$ cat config.mk
export PLATFORM = sky130hd
export DESIGN_NAME = stack_branch_unit
export DESIGN_NICKNAME = d
export VERILOG_FILES = /design/src/rtl/sbu_pkg.sv /design/src/rtl/sbu_cond.sv /design/src/rtl/sbu_lifo.sv /design/src/rtl/sbu_loopctr.sv /design/src/rtl/stack_branch_unit.sv
export SDC_FILE = /design/constraint.sdc
export NUM_CORES = 1
export LEC_CHECK = 0
export ABC_AREA = 1
export BUFFER_PORTS_ARGS = -buffer_cell sky130_fd_sc_hd__buf_4
export CORE_MARGIN = 2
export CORE_UTILIZATION = 35
export CTS_BUF_LIST = sky130_fd_sc_hd__clkbuf_4 sky130_fd_sc_hd__clkbuf_8 sky130_fd_sc_hd__clkbuf_16
export CTS_CLUSTER_DIAMETER = 40
export CTS_CLUSTER_SIZE = 20
export DETAILED_ROUTE_END_ITERATION = 8
export GPL_TIMING_DRIVEN = 0
export PLACE_DENSITY = 0.5
export SLEW_MARGIN = 0
export SYNTH_ARGS = -nofsm -noshare
export SYNTH_HDL_FRONTEND = slang
export SYNTH_SLANG_ARGS = --single-unit
$ cat constraint.sdc
create_clock -name clk -period 8.7 [get_ports clk]
set_clock_uncertainty 0.1 [all_clocks]
set_input_delay 0.87 -clock clk [delete_from_list [all_inputs] [get_ports clk]]
set_output_delay 0.87 -clock clk [all_outputs]
set_load 0.03 [all_outputs]
$ cat src/rtl/sbu_pkg.sv
package sbu_pkg;

  // Stack-module subdecodes; numbering is decoded by the instruction word.
  typedef enum logic [3:0] {
    SK_TOP     = 4'd0,
    SK_PTR     = 4'd1,
    SK_VEC     = 4'd2,
    SK_CALL    = 4'd3,
    SK_DJNZ_A  = 4'd4,
    SK_DJNZ_B  = 4'd5,
    SK_CNT_A   = 4'd6,
    SK_CNT_B   = 4'd7,
    SK_TOP_ISR = 4'd8
  } stk_sub_e;

  // IP-module destination conditions.
  typedef enum logic [2:0] {
    JC_ALWAYS   = 3'd0,
    JC_ZERO     = 3'd1,
    JC_CSET     = 3'd2,
    JC_EQ       = 3'd3,
    JC_NEG      = 3'd4,
    JC_ZERO_ALT = 3'd5,
    JC_CCLR     = 3'd6,
    JC_NEQ      = 3'd7
  } jmp_cond_e;

endpackage

$ cat src/rtl/sbu_cond.sv
module sbu_cond
  import sbu_pkg::*;
(
  input  logic [2:0] sel,
  input  logic       flag_c,
  input  logic       flag_eq,
  input  logic       acc_zero,
  input  logic       acc_msb,
  output logic       take
);

  jmp_cond_e cond;

  always_comb begin
    cond = jmp_cond_e'(sel);
    case (cond)
      JC_ALWAYS:   take = 1'b1;
      JC_ZERO:     take = acc_zero;
      JC_ZERO_ALT: take = acc_zero;
      JC_CSET:     take = flag_c;
      JC_EQ:       take = flag_eq;
      JC_NEG:      take = acc_msb;
      JC_CCLR:     take = ~flag_c;
      JC_NEQ:      take = ~flag_eq;
      default:     take = 1'b0;
    endcase
  end

endmodule

$ cat src/rtl/sbu_lifo.sv
module sbu_lifo #(
  parameter  int W     = 16,
  parameter  int DEPTH = 16,
  localparam int AW    = $clog2(DEPTH)
) (
  input  logic          clk,
  input  logic          rst,
  input  logic          push,
  input  logic          pop,
  input  logic          ptr_wr,
  input  logic [AW-1:0] ptr_val,
  input  logic [W-1:0]  push_data,
  output logic [W-1:0]  top_data,
  output logic [AW-1:0] sp_q
);

  logic [W-1:0]  mem [DEPTH];
  logic [AW-1:0] sp_up;
  logic [AW-1:0] sp_dn;

  assign sp_up = sp_q + AW'(1);
  assign sp_dn = sp_q - AW'(1);

  // Storage without reset, one write port, asynchronous read of the top.
  always_ff @(posedge clk) begin
    if (push) mem[sp_up] <= push_data;
  end

  assign top_data = mem[sp_q];

  always_ff @(posedge clk) begin
    if (rst)         sp_q <= AW'(DEPTH - 1);
    else if (push)   sp_q <= sp_up;
    else if (pop)    sp_q <= sp_dn;
    else if (ptr_wr) sp_q <= ptr_val;
  end

endmodule

$ cat src/rtl/sbu_loopctr.sv
module sbu_loopctr #(
  parameter int W = 16
) (
  input  logic         clk,
  input  logic         rst,
  input  logic         ld,
  input  logic         dec,
  input  logic [W-1:0] ld_val,
  output logic [W-1:0] cnt_q,
  output logic         dec_nz
);

  logic [W-1:0] dec_val;

  assign dec_val = cnt_q - W'(1);
  assign dec_nz  = |dec_val;

  always_ff @(posedge clk) begin
    if (rst)      cnt_q <= '0;
    else if (dec) cnt_q <= dec_val;
    else if (ld)  cnt_q <= ld_val;
  end

endmodule

$ cat src/rtl/stack_branch_unit.sv
module stack_branch_unit
  import sbu_pkg::*;
#(
  parameter  int           W        = 16,
  parameter  int           DEPTH    = 16,
  parameter  int           SHORT_W  = 8,
  parameter  logic [W-1:0] RESET_IP = '0,
  localparam int           AW       = $clog2(DEPTH),
  localparam int           NLC      = 2
) (
  input  logic          clk,
  input  logic          rst,
  input  logic          op_en,
  input  logic          wr_ip,
  input  logic          wr_stk,
  input  logic [3:0]    wr_sub,
  input  logic          rd_ip,
  input  logic          rd_stk,
  input  logic [3:0]    rd_sub,
  input  logic [W-1:0]  src_val,
  input  logic          src_short,
  input  logic          flag_c,
  input  logic          flag_eq,
  input  logic          acc_zero,
  input  logic          acc_msb,
  input  logic          svc_set,
  output logic [W-1:0]  ip_q,
  output logic [AW-1:0] sp_q,
  output logic [W-1:0]  lc0_q,
  output logic [W-1:0]  lc1_q,
  output logic          in_service_q,
  output logic [W-1:0]  rd_data_q
);

  logic [W-1:0]   ip_inc;
  logic [W-1:0]   top_data;
  logic [W-1:0]   stk_val;
  logic [W-1:0]   rd_val;
  logic [W-1:0]   oper;
  logic [W-1:0]   target;
  logic [W-1:0]   push_data;
  logic [W-1:0]   lc_q [NLC];
  logic [NLC-1:0] lc_nz;
  logic [NLC-1:0] lc_dec;
  logic [NLC-1:0] lc_ld;
  logic           take_cond;
  logic           rd_any;
  logic           do_push;
  logic           do_call;
  logic           do_pop;
  logic           do_popi;
  logic           ptr_wr;
  logic           ip_load;

  assign ip_inc = ip_q + W'(1);

  // Source side: value read from the stack module or the IP module.
  always_comb begin
    case (rd_sub)
      SK_TOP, SK_TOP_ISR: stk_val = top_data;
      SK_PTR:             stk_val = W'(sp_q);
      SK_CNT_A:           stk_val = lc_q[0];
      SK_CNT_B:           stk_val = lc_q[1];
      default:            stk_val = '0;
    endcase
  end

  assign rd_any = rd_stk | rd_ip;
  assign rd_val = rd_stk ? stk_val : ip_inc;
  assign oper   = rd_any ? rd_val : src_val;

  // Branch target: short immediates are signed displacements.
  assign target = src_short
                ? ip_inc + {{(W-SHORT_W){oper[SHORT_W-1]}}, oper[SHORT_W-1:0]}
                : oper;

  assign do_push   = op_en & wr_stk & (wr_sub == SK_TOP);
  assign do_call   = op_en & wr_stk & (wr_sub == SK_CALL);
  assign ptr_wr    = op_en & wr_stk & (wr_sub == SK_PTR);
  assign do_popi   = op_en & rd_stk & (rd_sub == SK_TOP_ISR);
  assign do_pop    = (op_en & rd_stk & (rd_sub == SK_TOP)) | do_popi;
  assign push_data = do_call ? ip_inc : oper;

  sbu_cond u_cond (
    .sel      (wr_sub[2:0]),
    .flag_c   (flag_c),
    .flag_eq  (flag_eq),
    .acc_zero (acc_zero),
    .acc_msb  (acc_msb),
    .take     (take_cond)
  );

  sbu_lifo #(.W(W), .DEPTH(DEPTH)) u_lifo (
    .clk       (clk),
    .rst       (rst),
    .push      (do_push | do_call),
    .pop       (do_pop),
    .ptr_wr    (ptr_wr),
    .ptr_val   (oper[AW-1:0]),
    .push_data (push_data),
    .top_data  (top_data),
    .sp_q      (sp_q)
  );

  for (genvar g = 0; g < NLC; g++) begin : g_lc
    assign lc_dec[g] = op_en & wr_stk & (wr_sub == (4'(SK_DJNZ_A) + 4'(g)));
    assign lc_ld[g]  = op_en & wr_stk & (wr_sub == (4'(SK_CNT_A) + 4'(g)));

    sbu_loopctr #(.W(W)) u_ctr (
      .clk    (clk),
      .rst    (rst),
      .ld     (lc_ld[g]),
      .dec    (lc_dec[g]),
      .ld_val (oper),
      .cnt_q  (lc_q[g]),
      .dec_nz (lc_nz[g])
    );
  end

  assign lc0_q = lc_q[0];
  assign lc1_q = lc_q[1];

  assign ip_load = (op_en & wr_ip & take_cond) | do_call | (|(lc_dec & lc_nz));

  always_ff @(posedge clk) begin
    if (rst)        ip_q <= RESET_IP;
    else if (op_en) ip_q <= ip_load ? target : ip_inc;
  end

  always_ff @(posedge clk) begin
    if (rst)          in_service_q <= 1'b0;
    else if (svc_set) in_service_q <= 1'b1;
    else if (do_popi) in_service_q <= 1'b0;
  end

  always_ff @(posedge clk) begin
    if (rst)                  rd_data_q <= '0;
    else if (op_en & rd_any)  rd_data_q <= rd_val;
  end

endmodule

=== After elaboration in Yosys (flattened, before gate mapping) ===
Memory sizes are Yosys's and may differ from the RTL's. A register that Yosys moved wholly into a read port is not among the register bits.
Cells that the tools add are included.

* Reduce and logical (&&, ||, !) cells: 12
* Multipliers: 0
* Add/subtract/negate cells: 6
* Bitwise logic cells: 22
* Order comparisons: 0
* Div/mod/pow operators: 0
* Muxes and demuxes: 20
* Eq/ne operators: 17
* Shift operators: 0

{| class="wikitable"
|+ Operators by type and width
! operator !! count
|-
| 16-bit 2-to-1 mux || 9
|-
| 16-bit one-hot mux with 4 select lines || 1
|-
| 16-bit OR reduction || 2
|-
| 16-bit by 1-bit subtractor with 16-bit output (second input constant) || 2
|-
| 4-bit by 3-bit equality test with 1-bit output (second input constant) || 6
|-
| 4-bit 2-to-1 mux || 5
|-
| 16-bit by 1-bit adder with 16-bit output (second input constant) || 1
|-
| 16-bit adder || 1
|-
| 1-bit bitwise AND || 14
|-
| 3-bit equality test (second input constant) || 4
|-
| 4-bit by 1-bit equality test with 1-bit output (second input constant) || 2
|-
| 4-bit zero test || 2
|-
| 1-bit one-hot mux with 7 select lines || 1
|-
| 3-bit by 2-bit equality test with 1-bit output (second input constant) || 2
|-
| 2-bit nonzero test || 3
|-
| 2-bit OR reduction || 3
|-
| 1-bit bitwise OR || 5
|-
| 4-bit by 1-bit adder with 4-bit output (second input constant) || 1
|-
| 4-bit by 2-bit equality test with 1-bit output (second input constant) || 1
|-
| 4-bit equality test (second input constant) || 1
|-
| 1-bit 2-to-1 mux || 4
|-
| 4-bit by 1-bit subtractor with 4-bit output (second input constant) || 1
|-
| 3-bit by 1-bit equality test with 1-bit output (second input constant) || 1
|-
| 3-bit zero test || 1
|-
| other kinds (3) || 4
|}

* Input port bits: 37
* RAM bits: 256
* Flip-flop bits (word level): 69
* Bits in latches: 0
* Output and inout port bits: 69
* Word-level logic and storage cells: 84
* Memories kept: 1
* ROM bits: 0

{| class="wikitable"
|+ Memory list
! name !! depth !! width !! read ports !! clocked after Yosys merged registers in !! wr ports !! RTL line !! source
|-
| u_lifo.mem || 16 || 16 || 1 || 1 || 1 || sbu_lifo.sv:17 || <nowiki>logic [W-1:0] mem [DEPTH];</nowiki>
|}

=== Depth between registers and ports, before layout ===
Gate-level depths: netlist of run 1.

* Depth in word-level cells: 10
* Gate-level depth with buffers: 28

=== Cells and area by module ===
Synthesis of run 1 repeated with hierarchy kept, for this count alone.

* Cells, all modules: 2223
* Area total of the unflattened synthesis: 17700.7 um^2

{| class="wikitable"
|+ Modules (own cells, without submodules)
! module !! times used !! cells an instance !! area an instance (um^2)
|-
| sbu_lifo || 1 || 1122 || 11552.3
|-
| stack_branch_unit || 1 || 689 || 3799.9
|-
| sbu_loopctr || 2 || 198 || 1141.1
|-
| sbu_cond || 1 || 16 || 66.3
|}

=== Worst setup path before layout of run 1 ===
No wires, ideal clock.

* Path kind: input to register
* From: in rd_sub[2]
* To: reg ip_q[10]
* Setup time: 0.132 ns
* Stages: 26
* Setup slack: 4.928 ns
* Data arrival time: 3.539 ns
* Path buffers: 0
* Cells stage by stage: nand2_1 inv_1 nand2_1 nor2_2 inv_1 o22ai_1 a21oi_1 nand2_1 nand2_1 nand3_1 nand2_1 inv_1 ha_1 inv_1 fa_1 inv_1 nand3_1 nand2_1 a21oi_1 o21ai_0 a21oi_1 xnor2_1 nand2_1 nand3_1 nand2_1 a21oi_1

* Longest elaborated chain between the ends: 8
* Elaborated cells between the ends (all ways): 12

{| class="wikitable"
|+ RTL lines
! item !! RTL line !! source
|-
| from (decl) || stack_branch_unit.sv:19 || <nowiki>input logic [3:0] rd_sub,</nowiki>
|-
| 4-bit equality test / 4-bit zero test (equally long branches) || stack_branch_unit.sv:59 || <nowiki>case (rd_sub)</nowiki>
|-
| 2-bit OR reduction || stack_branch_unit.sv:59 ||
|-
| 16-bit one-hot mux with 4 select lines * || stack_branch_unit.sv:59 ||
|-
| 16-bit 2-to-1 mux * || stack_branch_unit.sv:69 || <nowiki>assign rd_val = rd_stk ? stk_val : ip_inc;</nowiki>
|-
| 16-bit 2-to-1 mux * || stack_branch_unit.sv:70 || <nowiki>assign oper = rd_any ? rd_val : src_val;</nowiki>
|-
| 16-bit adder || stack_branch_unit.sv:74 || <nowiki>? ip_inc + {{(W-SHORT_W){oper[SHORT_W-1]}}, oper[SHORT_W-1:0]}</nowiki>
|-
| 16-bit 2-to-1 mux * || stack_branch_unit.sv:74 ||
|-
| 16-bit 2-to-1 mux * || stack_branch_unit.sv:127 || <nowiki>else if (op_en) ip_q <= ip_load ? target : ip_inc;</nowiki>
|-
| to (signal assigned) || stack_branch_unit.sv:127 ||
|-
| to (decl) || stack_branch_unit.sv:27 || <nowiki>output logic [W-1:0] ip_q,</nowiki>
|}

Every way passes the cells marked *; elsewhere a longest branch is shown, timed or not.
A chain may end at the register's enable or synchronous reset.

==> summary.md, run 1 <==
| Metric | Value |
|---|---|
| Pwr per Cell Area | 214.2 mW/mm^2 |
| Seq/Total Area, Yosys | 55.38% |
| RSZ-0062 raised after global routing | no |
| Final wirelength | 61.57 mm |
| Fmax | 200.0 MHz |
| Die Area | 0.04895 sq mm |
| Post-synth top area cell | edfxtp_1 |
| First-pass GRT wire length | 90.70 mm |
| CP top delay family | buffers and inverters |
| Die X | 221.3 microns |
| Total Power | 4.333 mW |
| Remaining Overflow, GRT | 0 |
| Seq cells post-synth | 329 |
| Number of antenna violations at the first check in global routing | 0 |
| Synth top area cells | edfxtp_1 (47%), dfxtp_1 (8.8%), nand2_1 (7.5%) |
| Critical path data required time | 9120 ps |
| Register Area | 0.009149 sq mm |
| Vias in the first global route | 13880 |
| Worst slew margin | 27.86% |
| Post-route setup TNS | 0 ps |
| Total number of vias | 14060 |
| Post-CTS Setup Bufs | 0 |
| Crit Path Max Fanout | 10 |
| Multi-input gate area | 0.006452 sq mm |
| Max-cap violation count | 0 |
| CTS clk-pin slew, worst paths | 60 ps |
| Post-synth EDFFs | 256 |
| Yosys warning count | 0 |
| Synth Flop Type | edfxtp_1 |
| Util after Layout | 43.44% |
| Top post-synthesis cells by count | nand2_1 (328), nor2_1 (283), edfxtp_1 (256) |
| Run status | complete, no violations |
| Setup violators final | 0 |
| CTS Sinks | 329 |
| Post-Synthesis Cells | 1827 |
| P&R area growth vs syn | 22.43% |
| Io pins | 106 |
| Fin crit share | 57.47% |
| Vias per inst | 5.291 |
| CTS tree | yes |
| Syn avg cell area | 9.042 sq um |
| Final hold vios | 0 |
| Slowest CP cell | clkbuf_1 |
| Avg WL per Cell | 23.17 microns |
| Starting Density | 35.48% |
| Net count, final | 2070 |
| Crit path DAT | 5420 ps |
| Maximum clock insertion buffer count | 3 |
| Rows | 79 |
| DRC violations left | 0 |
| CTS resizes | 0 |
| Pin count of the biggest net entering global routing | 17 |
| 1st-pass router iterations | 5 |
| Synthesized area | 0.01652 sq mm |
| Most frequent cell after synthesis | nand2_1 |
| Clk_lat worst skew | 610 ps |
| CP endpoint kind | register |
| Path type of the worst min-delay path | register to register |
| Synth async-reset ratio | 0% |
| RD Place Congestion | 0.9442 |
| Cell with the most instances on the worst path | nand2_1 |
| CORE AREA | 0.04656 sq mm |
| Peak supply drop | 0.1369 mV |
| Critical path's largest stage delay | 720 ps |
| Post-synthesis cell type count | 46 |
| Final Max Slew Viols | 0 |
| Final HPWL DP | 43.64 mm |
| Min Tclk post-route | 5000 ps |
| # fillers | 4622 |
| Net count after synthesis | 1891 |
| Actual slew at the worst max-slew pin | 1075 ps |
| Critical path class | register to register |
| Die H | 221.3 microns |
| Clock root buffer | clkbuf_16 |
| CTS hold repair buffers | 0 |
| Clock buffer count from CTS | 52 |
| GR Util All Layers | 24.88% |
| Antenna viol nets, final | 0 |
| Leakage power | 7.933 nW |
| Worst setup SP type | register |
| Inserted Diodes | 0 |
| H-Tree Depth | 2 |
| Synth top area share | 46.53% |
| CP bufs+invs | 5 |
| Share of layout cells above drive strength 1 | 16.93% |
| PortBufs | 104 |
| Drt initial violations | 1258 |
==> kinds of logic after synthesis <==
kind of cell	Yosys count	share of synthesized area, %
flops	329	55.38
compound gates	392	13.45
buf+inv	228	6.044
fa+ha+maj	27	2.090
xor+xnor	43	2.325
simple gates	808	20.71
==> final cells by class <==
cell class / instances / area share [%]
buffer: 87 / 2.320
inverter: 141 / 2.617
multi-input combinational: 1270 / 31.90
sequential: 329 / 45.23
tap: 607 / 3.755
timing repair buffer: 125 / 5.339
clock inverter: 41 / 1.924
clock buffer: 57 / 6.910
==> power breakdown <==
part | internal (mW) | total (mW) | switching, mW
combinational | 0.147 | 0.489 | 0.342
clock | 1.27 | 2.10 | 0.826
sequential | 1.73 | 1.74 | 0.0171
==> routing by layer <==
layer	routed length, microns	GRT usage [%]	share of wire [%]
met1	26680	33.15	43
met2	28800	40.85	47
met3	3826	4.063	6.2
met4	2256	9.071	3.7
met5	0	0	0
==> through the flow <==
step / hold slack [ps] / instances / worst slack (ps) / area [sq um]
floorplan: 502.5 / 1827 / 4928 / 16520
global placement: 368.4 / 2538 / 3715 / 18060
detailed placement: 372.4 / 2559 / 3692 / 18440
CTS: 378.7 / 2657 / 3671 / 20230
global route: 420.0 / 2657 / 3280 / 20230
finish: 373.4 / 2657 / 3700 / 20230
==> state kept, by name, indices dropped and copies added (netlist names), named ones only <==
name              cells
ip_q                 16
rd_data_q            16
u_lifo.sp_q           4
g_lc.u_ctr.cnt_q     32
u_lifo.mem          256
in_service_q          1
==> worst reg2reg max path, stage by stage, from the launching register on <==
cell and delay [ps]:
dfxtp_1 350, buf_4 220, clkbuf_1 730, o21ai_0 270, o211ai_1 240, nand3_1 100, nand2_1 180, nand2_1 80
nand2_1 80, nand2_1 90, nand3_1 80, nand2_1 100, inv_1 180, ha_1 220, inv_1 70, fa_1 410
inv_1 100, nand3_1 70, nand2_1 160, a21oi_1 120, o21ai_0 310, a21oi_1 130, xnor2_1 170, nand2_1 80
nand3_1 120, nand2_1 60, a21oi_1 120
==> worst paths after layout <==
check | startpoint | to | slack, ps | cells after the start
setup / recovery | register | ip_q[10]$_SDFFE_PP0P_ | 3700 | 26
hold reg to reg | in_service_q$_SDFFE_PP0P_ | in_service_q$_SDFFE_PP0P_ | 370 | 2
hold / removal | in_service_q$_SDFFE_PP0P_ | in_service_q$_SDFFE_PP0P_ | 370 | 2
setup reg to reg | register | ip_q[10]$_SDFFE_PP0P_ | 3700 | 26
==> layout by cell type, fill, tap and decap left out, types with 22 or more instances in the layout <==
master | netlist | layout
o21ai_1 | 33 | 49
edfxtp_1 | 256 | 256
ha_1 | 26 | 26
dfxtp_1 | 73 | 73
nand2_1 | 328 | 328
xor2_1 | 29 | 29
clkbuf_1 | 41 | 41
a21oi_1 | 107 | 107
inv_1 | 132 | 132
nor2_1 | 283 | 267
buf_4 | 3 | 115
nand3_1 | 120 | 120
clkbuf_16 | 0 | 55
o211ai_1 | 54 | 54
buf_2 | 30 | 30
o21ai_0 | 150 | 134
o22ai_1 | 24 | 24
or2_2 | 22 | 22
Power figures use the tool's default switching activity.
==> inputs of run 2 (changes only) <==
--- a/config.mk
+++ b/config.mk
@@ -14,7 +14,7 @@
 export CTS_CLUSTER_SIZE = 20
 export DETAILED_ROUTE_END_ITERATION = 8
 export GPL_TIMING_DRIVEN = 0
-export PLACE_DENSITY = 0.5
+export PLACE_DENSITY = 0.52
 export SLEW_MARGIN = 0
 export SYNTH_ARGS = -nofsm -noshare
 export SYNTH_HDL_FRONTEND = slang
==> constraint.sdc (replaced) <==
create_clock -name clk -period 4.39 [get_ports clk]
set_clock_uncertainty 0.1 [all_clocks]
set_input_delay 0.439 -clock clk [delete_from_list [all_inputs] [get_ports clk]]
set_output_delay 0.439 -clock clk [all_outputs]
set_load 0.03 [all_outputs]
==> run 2 against run 1 <==
Compared with the run above: cell count up 0.53%; via count increased by 0.13%; total power is 99% higher; register-to-register slack worse by 3500 ps; wire length decreased by 2.6%; hold slack worse by 280 ps; clock power grew 100%; count of clock-buffer cells in the layout increased by 4; sequential power increased by 99%; global-route usage is 0.76 points lower; highest routed layer unchanged.
==> summary.md, run 2 (synthesized netlist as in run 1, its figures left out) <==
| Metric | Value |
|---|---|
| Run status | complete, no violations (unchanged) |
| Post-route setup TNS | 0 ps (unchanged) |
| CTS tree | yes (unchanged) |
| Io pins | 106 (unchanged) |
| First-pass GRT wire length | 88.83 mm (was 90.70 mm) |
| R2R Path End | ip_q[15]$_SDFFE_PP0P_ (was ip_q[10]$_SDFFE_PP0P_) |
| Peak supply drop | 0.2793 mV (was 0.1369 mV) |
| Vias in the first global route | 13820 (was 13880) |
| Avg WL per Cell | 22.44 microns (was 23.17 microns) |
| Final hold vios | 0 (unchanged) |
| Total number of vias | 14080 (was 14060) |
| Clock root buffer | clkbuf_16 (unchanged) |
| Min Tclk post-route | 4223 ps (was 5000 ps) |
| CP top delay family | compound AO/OA/AOI/OAI gates (was buffers and inverters) |
| Starting Density | 35.48% (unchanged) |
| Pwr per Cell Area | 423.5 mW/mm^2 (was 214.2 mW/mm^2) |
| Leakage power | 8.045 nW (was 7.933 nW) |
| Max-cap violation count | 0 (unchanged) |
| Slowest CP cell | buf_2 (was clkbuf_1) |
| Reg2reg setup slack | 170 ps (was 3700 ps) |
| Share of layout cells above drive strength 1 | 18.60% (was 16.93%) |
| Remaining Overflow, GRT | 0 (unchanged) |
| Rows | 79 (unchanged) |
| Die X | 221.3 microns (unchanged) |
| Most common cell after layout, fill and taps aside | nand2_1 (unchanged) |
| Critical path data required time | 4770 ps (was 9120 ps) |
| P&R area growth vs syn | 23.45% (was 22.43%) |
| Clk_lat worst skew | 620 ps (was 610 ps) |
| Pin count of the biggest net entering global routing | 17 (unchanged) |
| 1st-pass router iterations | 7 (was 5) |
| RD Place Congestion | 0.9523 (was 0.9442) |
| Fmax | 236.8 MHz (was 200.0 MHz) |
| Net count, final | 2082 (was 2070) |
| Worst hold stages | 4 (was 2) |
| CORE AREA | 0.04656 sq mm (unchanged) |
| Path type of the worst min-delay path | primary input to register (was register to register) |
| Fin crit share | 96.19% (was 57.47%) |
| PortBufs | 104 (unchanged) |
| Top Registers | u_lifo.mem (256), g_lc.u_ctr.cnt_q (32) (unchanged) |
| Number of antenna violations at the first check in global routing | 0 (unchanged) |
| Final HPWL DP | 43.72 mm (was 43.64 mm) |
| Max reg flops | 256 (unchanged) |
| Final Max Slew Viols | 0 (unchanged) |
| H-Tree Depth | 2 (unchanged) |
| Vias per inst | 5.270 (was 5.291) |
| Die H | 221.3 microns (unchanged) |
| GR Util All Layers | 24.13% (was 24.88%) |
| CP endpoint kind | register (unchanged) |
| CTS Sinks | 329 (unchanged) |
| Maximum clock insertion buffer count | 3 (unchanged) |
| Die Area | 0.04895 sq mm (unchanged) |
| Final wirelength | 59.94 mm (was 61.57 mm) |
| Inserted Diodes | 0 (unchanged) |
| Crit path DAT | 4610 ps (was 5420 ps) |
| Top reg by flops | u_lifo.mem (unchanged) |
| CP Cell Sequence | buf_2, clkinv_2, clkbuf_4, o211ai_1, a21oi_2, nor2_1, o21ai_2, nand3_1, nand2_2, inv_1, ha_1, nand2_1, o21ai_1, nand2_1, o2111ai_1, a21oi_2, inv_1, nand3_1, nand3_1, nand2_1, a21oi_2 |
| Setup violators final | 0 (unchanged) |
| Endpoint, Worst Hold | ip_q[5]$_SDFFE_PP0P_ (was in_service_q$_SDFFE_PP0P_) |
| Most frequent cells in the layout | nand2_1 (326), nor2_1 (267), edfxtp_1 (256), inv_1 (132), o21ai_0 (131) (was nand2_1 (328), nor2_1 (267), edfxtp_1 (256), o21ai_0 (134), inv_1 (132)) |
| Reg2reg path depth | 21 (was 26) |
| Actual slew at the worst max-slew pin | 1038 ps (was 1075 ps) |
| Crit Path Max Fanout | 10 (unchanged) |
| Critical path class | register to register (unchanged) |
| DRC violations left | 0 (unchanged) |
| Hold wc startpoint | rst (was in_service_q$_SDFFE_PP0P_) |
| Worst slew margin | 30.36% (was 27.86%) |
| CTS clk-pin slew, worst paths | 50 ps (was 60 ps) |
| Antenna viol nets, final | 0 (unchanged) |
| Drt initial violations | 1350 (was 1258) |
| Clock buffer count from CTS | 55 (was 52) |
| Worst setup SP type | register (unchanged) |
| Dpl cell area | 0.01851 sq mm (was 0.01844 sq mm) |
| Critical path's largest stage delay | 350 ps (was 720 ps) |
| Design Area, Final | 0.02039 sq mm (was 0.02023 sq mm) |
| CP bufs+invs | 5 (unchanged) |
| Util after Layout | 43.80% (was 43.44%) |
## run 2: cell types whose count changed in the layout (fill, tap and decap cells not counted), sizes merged
cell | before | now
buf | 171 | 180
clkinv | 27 | 22
clkinvlp | 4 | 9
clkbuf | 98 | 101
inv | 148 | 150
bufinv | 3 | 2
dlygate4sd3 | 0 | 1
## run 2: through the flow
step,total power [mW],hold WS (ps),cells,worst slack (ps)
finish,8.637,93.48,2671,167.4
global route,8.905,117.0,2671,-34.77
CTS,8.670,72.44,2671,-38.38
detailed placement,4.469,386.5,2568,-508.3
global placement,4.437,367.5,2538,-783.1
floorplan,4.091,473.0,1827,1049
## run 2: worst max path at each step
stage / start / to / depth (start not counted)
finish: register / ip_q[15]$_SDFFE_PP0P_ / 21
detailed placement: register / ip_q[10]$_SDFFE_PP0P_ / 26
floorplan: rd_sub[2] / ip_q[10]$_SDFFE_PP0P_ / 26
CTS: register / ip_q[15]$_SDFFE_PP0P_ / 21
global route: register / ip_q[14]$_SDFFE_PP0P_ / 25
global placement: register / u_lifo.mem[0][5]$_DFFE_PP_ / 10
## run 2: layer usage
| layer | vias to the layer above | global-route usage [%] | wire length (microns) |
|---|---|---|---|
| met5 | - | 0 | 0 |
| met4 | 0 | 8.487 | 2137 |
| met3 | 127 | 4.076 | 3911 |
| met2 | 532 | 39.68 | 27920 |
| met1 | 6766 | 32.10 | 25970 |
| li1 | 6651 | - | - |
## run 2: timing repair
| action | in CTS | in global routing |
|---|---|---|
| hold buffers | 1 | 0 |
| gates resized for setup | 14 | 35 |
| endpoints found under the setup margin | 10 | 8 |
| buffers inserted | 0 | 0 |
| hold endpoints to repair | 1 | 0 |
| pin swaps | 0 | 2 |
## run 2: cell type report
cell class,instances,area (sq um)
repair buffers,135,1201
clock buffers,61,1421
flip-flops and latches,329,9150
multi-input cells,1270,6432
fillers,4572,26160
plain buffers,86,514.2
well taps,607,759.5
clock inverters,42,379.1
inverters,141,535.5
## run 2: power breakdown
part | total [mW] | switching (mW) | internal (mW)
Sequential | 3.46 | 0.0352 | 3.42
Clock | 4.21 | 1.70 | 2.51
Combinational | 0.970 | 0.672 | 0.298
Total | 8.64 | 2.41 | 6.23
## run 2: worst register-to-register path: stages, from the launching register on
cell and delay (ps):
dfxtp_1 310, buf_2 350, clkinv_2 320, clkbuf_4 330
o211ai_1 220, a21oi_2 160, nor2_1 350, o21ai_2 170
nand3_1 110, nand2_2 130, inv_1 90, ha_1 270
nand2_1 110, o21ai_1 100, nand2_1 80, o2111ai_1 230
a21oi_2 310, inv_1 70, nand3_1 80, nand3_1 70
nand2_1 100, a21oi_2 50
==> inputs of run 3 (changes only) <==
--- a/config.mk
+++ b/config.mk
@@ -7,6 +7,7 @@
 export LEC_CHECK = 0
 export ABC_AREA = 1
 export BUFFER_PORTS_ARGS = -buffer_cell sky130_fd_sc_hd__buf_4
+export CORE_ASPECT_RATIO = 1.2
 export CORE_MARGIN = 2
 export CORE_UTILIZATION = 35
 export CTS_BUF_LIST = sky130_fd_sc_hd__clkbuf_4 sky130_fd_sc_hd__clkbuf_8 sky130_fd_sc_hd__clkbuf_16
@@ -14,7 +15,7 @@
 export CTS_CLUSTER_SIZE = 20
 export DETAILED_ROUTE_END_ITERATION = 8
 export GPL_TIMING_DRIVEN = 0
-export PLACE_DENSITY = 0.52
+export PLACE_DENSITY = 0.55
 export SLEW_MARGIN = 0
 export SYNTH_ARGS = -nofsm -noshare
 export SYNTH_HDL_FRONTEND = slang
==> run 3 against run 2 <==
Compared with the run above: global-route usage is essentially flat; utilization shrank 1.2 points; non-clock buffer count is the same; clock power shrank 21%; sequential share of layout area grew 0.98 points; die area is essentially flat; combinational power grew 1%; cell area shrank 2.1%; critical path type unchanged; critical endpoint is now ip_q[10]$_SDFFE_PP0P_; largest cell class unchanged; highest routed layer unchanged.
==> summary.md, run 3 (synthesized netlist as in run 1, its figures left out) <==
| Metric | Value |
|---|---|
| DRC violations left | 0 (unchanged) |
| Path type of the worst min-delay path | primary input to register (unchanged) |
| Vias in the first global route | 13540 (was 13820) |
| Number of antenna violations at the first check in global routing | 0 (unchanged) |
| 1st-pass router iterations | 5 (was 7) |
| Pwr per Cell Area | 388.4 mW/mm^2 (was 423.5 mW/mm^2) |
| Critical path class | register to register (unchanged) |
| Worst slew margin | 40.51% (was 30.36%) |
| Most common cell after layout, fill and taps aside | nand2_1 (unchanged) |
| Most frequent cells in the layout | nand2_1 (327), nor2_1 (267), edfxtp_1 (256), inv_1 (131), o21ai_0 (130) (was nand2_1 (326), nor2_1 (267), edfxtp_1 (256), inv_1 (132), o21ai_0 (131)) |
| Fmax | 239.6 MHz (was 236.8 MHz) |
| Critical path's largest stage delay | 410 ps (was 350 ps) |
| Max-cap violation count | 0 (unchanged) |
| Clk_lat worst skew | 560 ps (was 620 ps) |
| Maximum clock insertion buffer count | 3 (unchanged) |
| Setup slack at placement | -655.7 ps (was -508.3 ps) |
| CTS hold repair buffers | 0 (was 1) |
| Crit Path Max Fanout | 10 (unchanged) |
| Placed insts | 2585 (was 2568) |
| CP endpoint kind | register (unchanged) |
| Worst setup SP type | register (unchanged) |
| P&R area growth vs syn | 20.84% (was 23.45%) |
| Io pins | 106 (unchanged) |
| CTS Sinks | 329 (unchanged) |
| # fillers | 4732 (was 4572) |
| Inserted Diodes | 0 (unchanged) |
| Drt initial violations | 1320 (was 1350) |
| Vias per inst | 5.275 (was 5.270) |
| Antenna viol nets, final | 0 (unchanged) |
| Post-route setup TNS | 0 ps (unchanged) |
| Max reg flops | 256 (unchanged) |
| Final hold vios | 0 (unchanged) |
| Final wirelength | 60.06 mm (was 59.94 mm) |
| Actual slew at the worst max-slew pin | 886.4 ps (was 1038 ps) |
| Leakage power | 7.844 nW (was 8.045 nW) |
| Util after Layout | 42.65% (was 43.80%) |
| Clock buffer count from CTS | 40 (was 55) |
| CORE AREA | 0.04681 sq mm (was 0.04656 sq mm) |
| Pin count of the biggest net entering global routing | 17 (unchanged) |
| Cell with the most instances on the worst path | nand2_1 |
| H-Tree Depth | 2 (unchanged) |
| Run status | complete, no violations (unchanged) |
| Final worst slack | 215.5 ps (was 167.4 ps) |
| PortBufs | 104 (unchanged) |
| Share of layout cells above drive strength 1 | 17.70% (was 18.60%) |
| Reg2reg setup slack | 220 ps (was 170 ps) |
| Design Area, Final | 0.01996 sq mm (was 0.02039 sq mm) |
| Fin crit share | 95.09% (was 96.19%) |
| Min Tclk post-route | 4174 ps (was 4223 ps) |
| First-pass GRT wire length | 88.01 mm (was 88.83 mm) |
| Critical path data required time | 4750 ps (was 4770 ps) |
| Total number of vias | 14020 (was 14080) |
| Remaining Overflow, GRT | 0 (unchanged) |
| Post-CTS Setup Bufs | 0 (unchanged) |
| CTS tree | yes (unchanged) |
| CTS clk-pin slew, worst paths | 60 ps (was 50 ps) |
| Final HPWL DP | 44.42 mm (was 43.72 mm) |
| Die X | 202.3 microns (was 221.3 microns) |
| Final Max Slew Viols | 0 (unchanged) |
| Avg WL per Cell | 22.61 microns (was 22.44 microns) |
| Rows | 87 (was 79) |
| GR Util All Layers | 24.16% (was 24.13%) |
| Clock root buffer | clkbuf_16 (unchanged) |
| RD Place Congestion | 1.036 (was 0.9523) |
| Starting Density | 35.29% (was 35.48%) |
| Dpl cell area | 0.01855 sq mm (was 0.01851 sq mm) |
| Peak supply drop | 0.2929 mV (was 0.2793 mV) |
| Hold wc startpoint | svc_set (was rst) |
| Post-Layout Cell Count | 2657 (was 2671) |
| Die Area | 0.04896 sq mm (was 0.04895 sq mm) |
| Net count, final | 2067 (was 2082) |
| Top Registers | u_lifo.mem (256), g_lc.u_ctr.cnt_q (32) (unchanged) |
| Top reg by flops | u_lifo.mem (unchanged) |
| Die H | 242.0 microns (was 221.3 microns) |
| Setup violators final | 0 (unchanged) |
| Slowest CP cell | fa_1 (was buf_2) |
| Crit path DAT | 4540 ps (was 4610 ps) |
-- run 3: changes by cell type in the layout (fill, tap and decap cells not counted), moves of 3 or more --
| cell | change |
|---|---|
| clkbuf_4 | -7 |
| clkinvlp_4 | -8 |
| clkbuf_16 | -14 |
| clkinv_1 | -6 |
| clkinv_8 | +3 |
-- run 3: cell type report --
| cell class | count | area (sq um) | share of cell area, % |
|---|---|---|---|
| Timing Repair Buffer | 135 | 1207 | 6.049 |
| Clock buffer | 43 | 1041 | 5.215 |
| Buffer | 86 | 515.5 | 2.582 |
| Sequential cell | 329 | 9151 | 45.84 |
| Inverter | 141 | 534.3 | 2.676 |
| Clock inverter | 30 | 297.8 | 1.492 |
| Tap cell | 623 | 779.5 | 3.905 |
| Multi-Input combinational cell | 1270 | 6435 | 32.24 |
-- run 3: through the flow --
stage / hold WS [ps] / power (mW)
global route: 89.26 / 8.010
CTS: 58.35 / 7.783
finish: 88.51 / 7.752
global placement: 375.7 / 4.450
detailed placement: 381.7 / 4.482
floorplan: 473.0 / 4.091
-- run 3: worst max-delay path: cells and delay by family (launching register included) --
family / cells / cell delay (ps)
compound gates: 5 / 630
xor+xnor: 1 / 250
fa+ha+maj: 2 / 600
buf+inv: 7 / 830
flops: 1 / 340
simple gates: 13 / 1330
-- run 3: path summary, 6_finish.rpt --
path / to / cells past startpoint
worst max-delay path: ip_q[10]$_SDFFE_PP0P_ / 28
worst min-delay path: in_service_q$_SDFFE_PP0P_ / 3
worst max register to register: ip_q[10]$_SDFFE_PP0P_ / 28
worst min register to register: g_lc[0].u_ctr.cnt_q[14]$_SDFFE_PP0P_ / 2
-- run 3: what timing repair did --
action	4_1_cts	5_1_grt
setup endpoints to repair	11	6
resized for setup	22	22
endpoints found under the hold margin	0	0
pin swaps	0	1
-- run 3: routing by layer --
layer	global-route usage, %	share of wire (%)	vias up
met5	0	0	-
met2	42.42	50	574
met1	29.70	39	6693
met3	3.296	6.6	134
met4	9.983	4.3	0
li1	-	-	6615
-- run 3: where the power goes --
part           total, mW  internal, mW  switching, mW  leakage [nW]
Clock               3.32          1.86           1.46         0.659
Combinational      0.983         0.301          0.682          4.26
Sequential          3.45          3.42         0.0348          2.92
Total               7.75          5.58           2.18          7.84
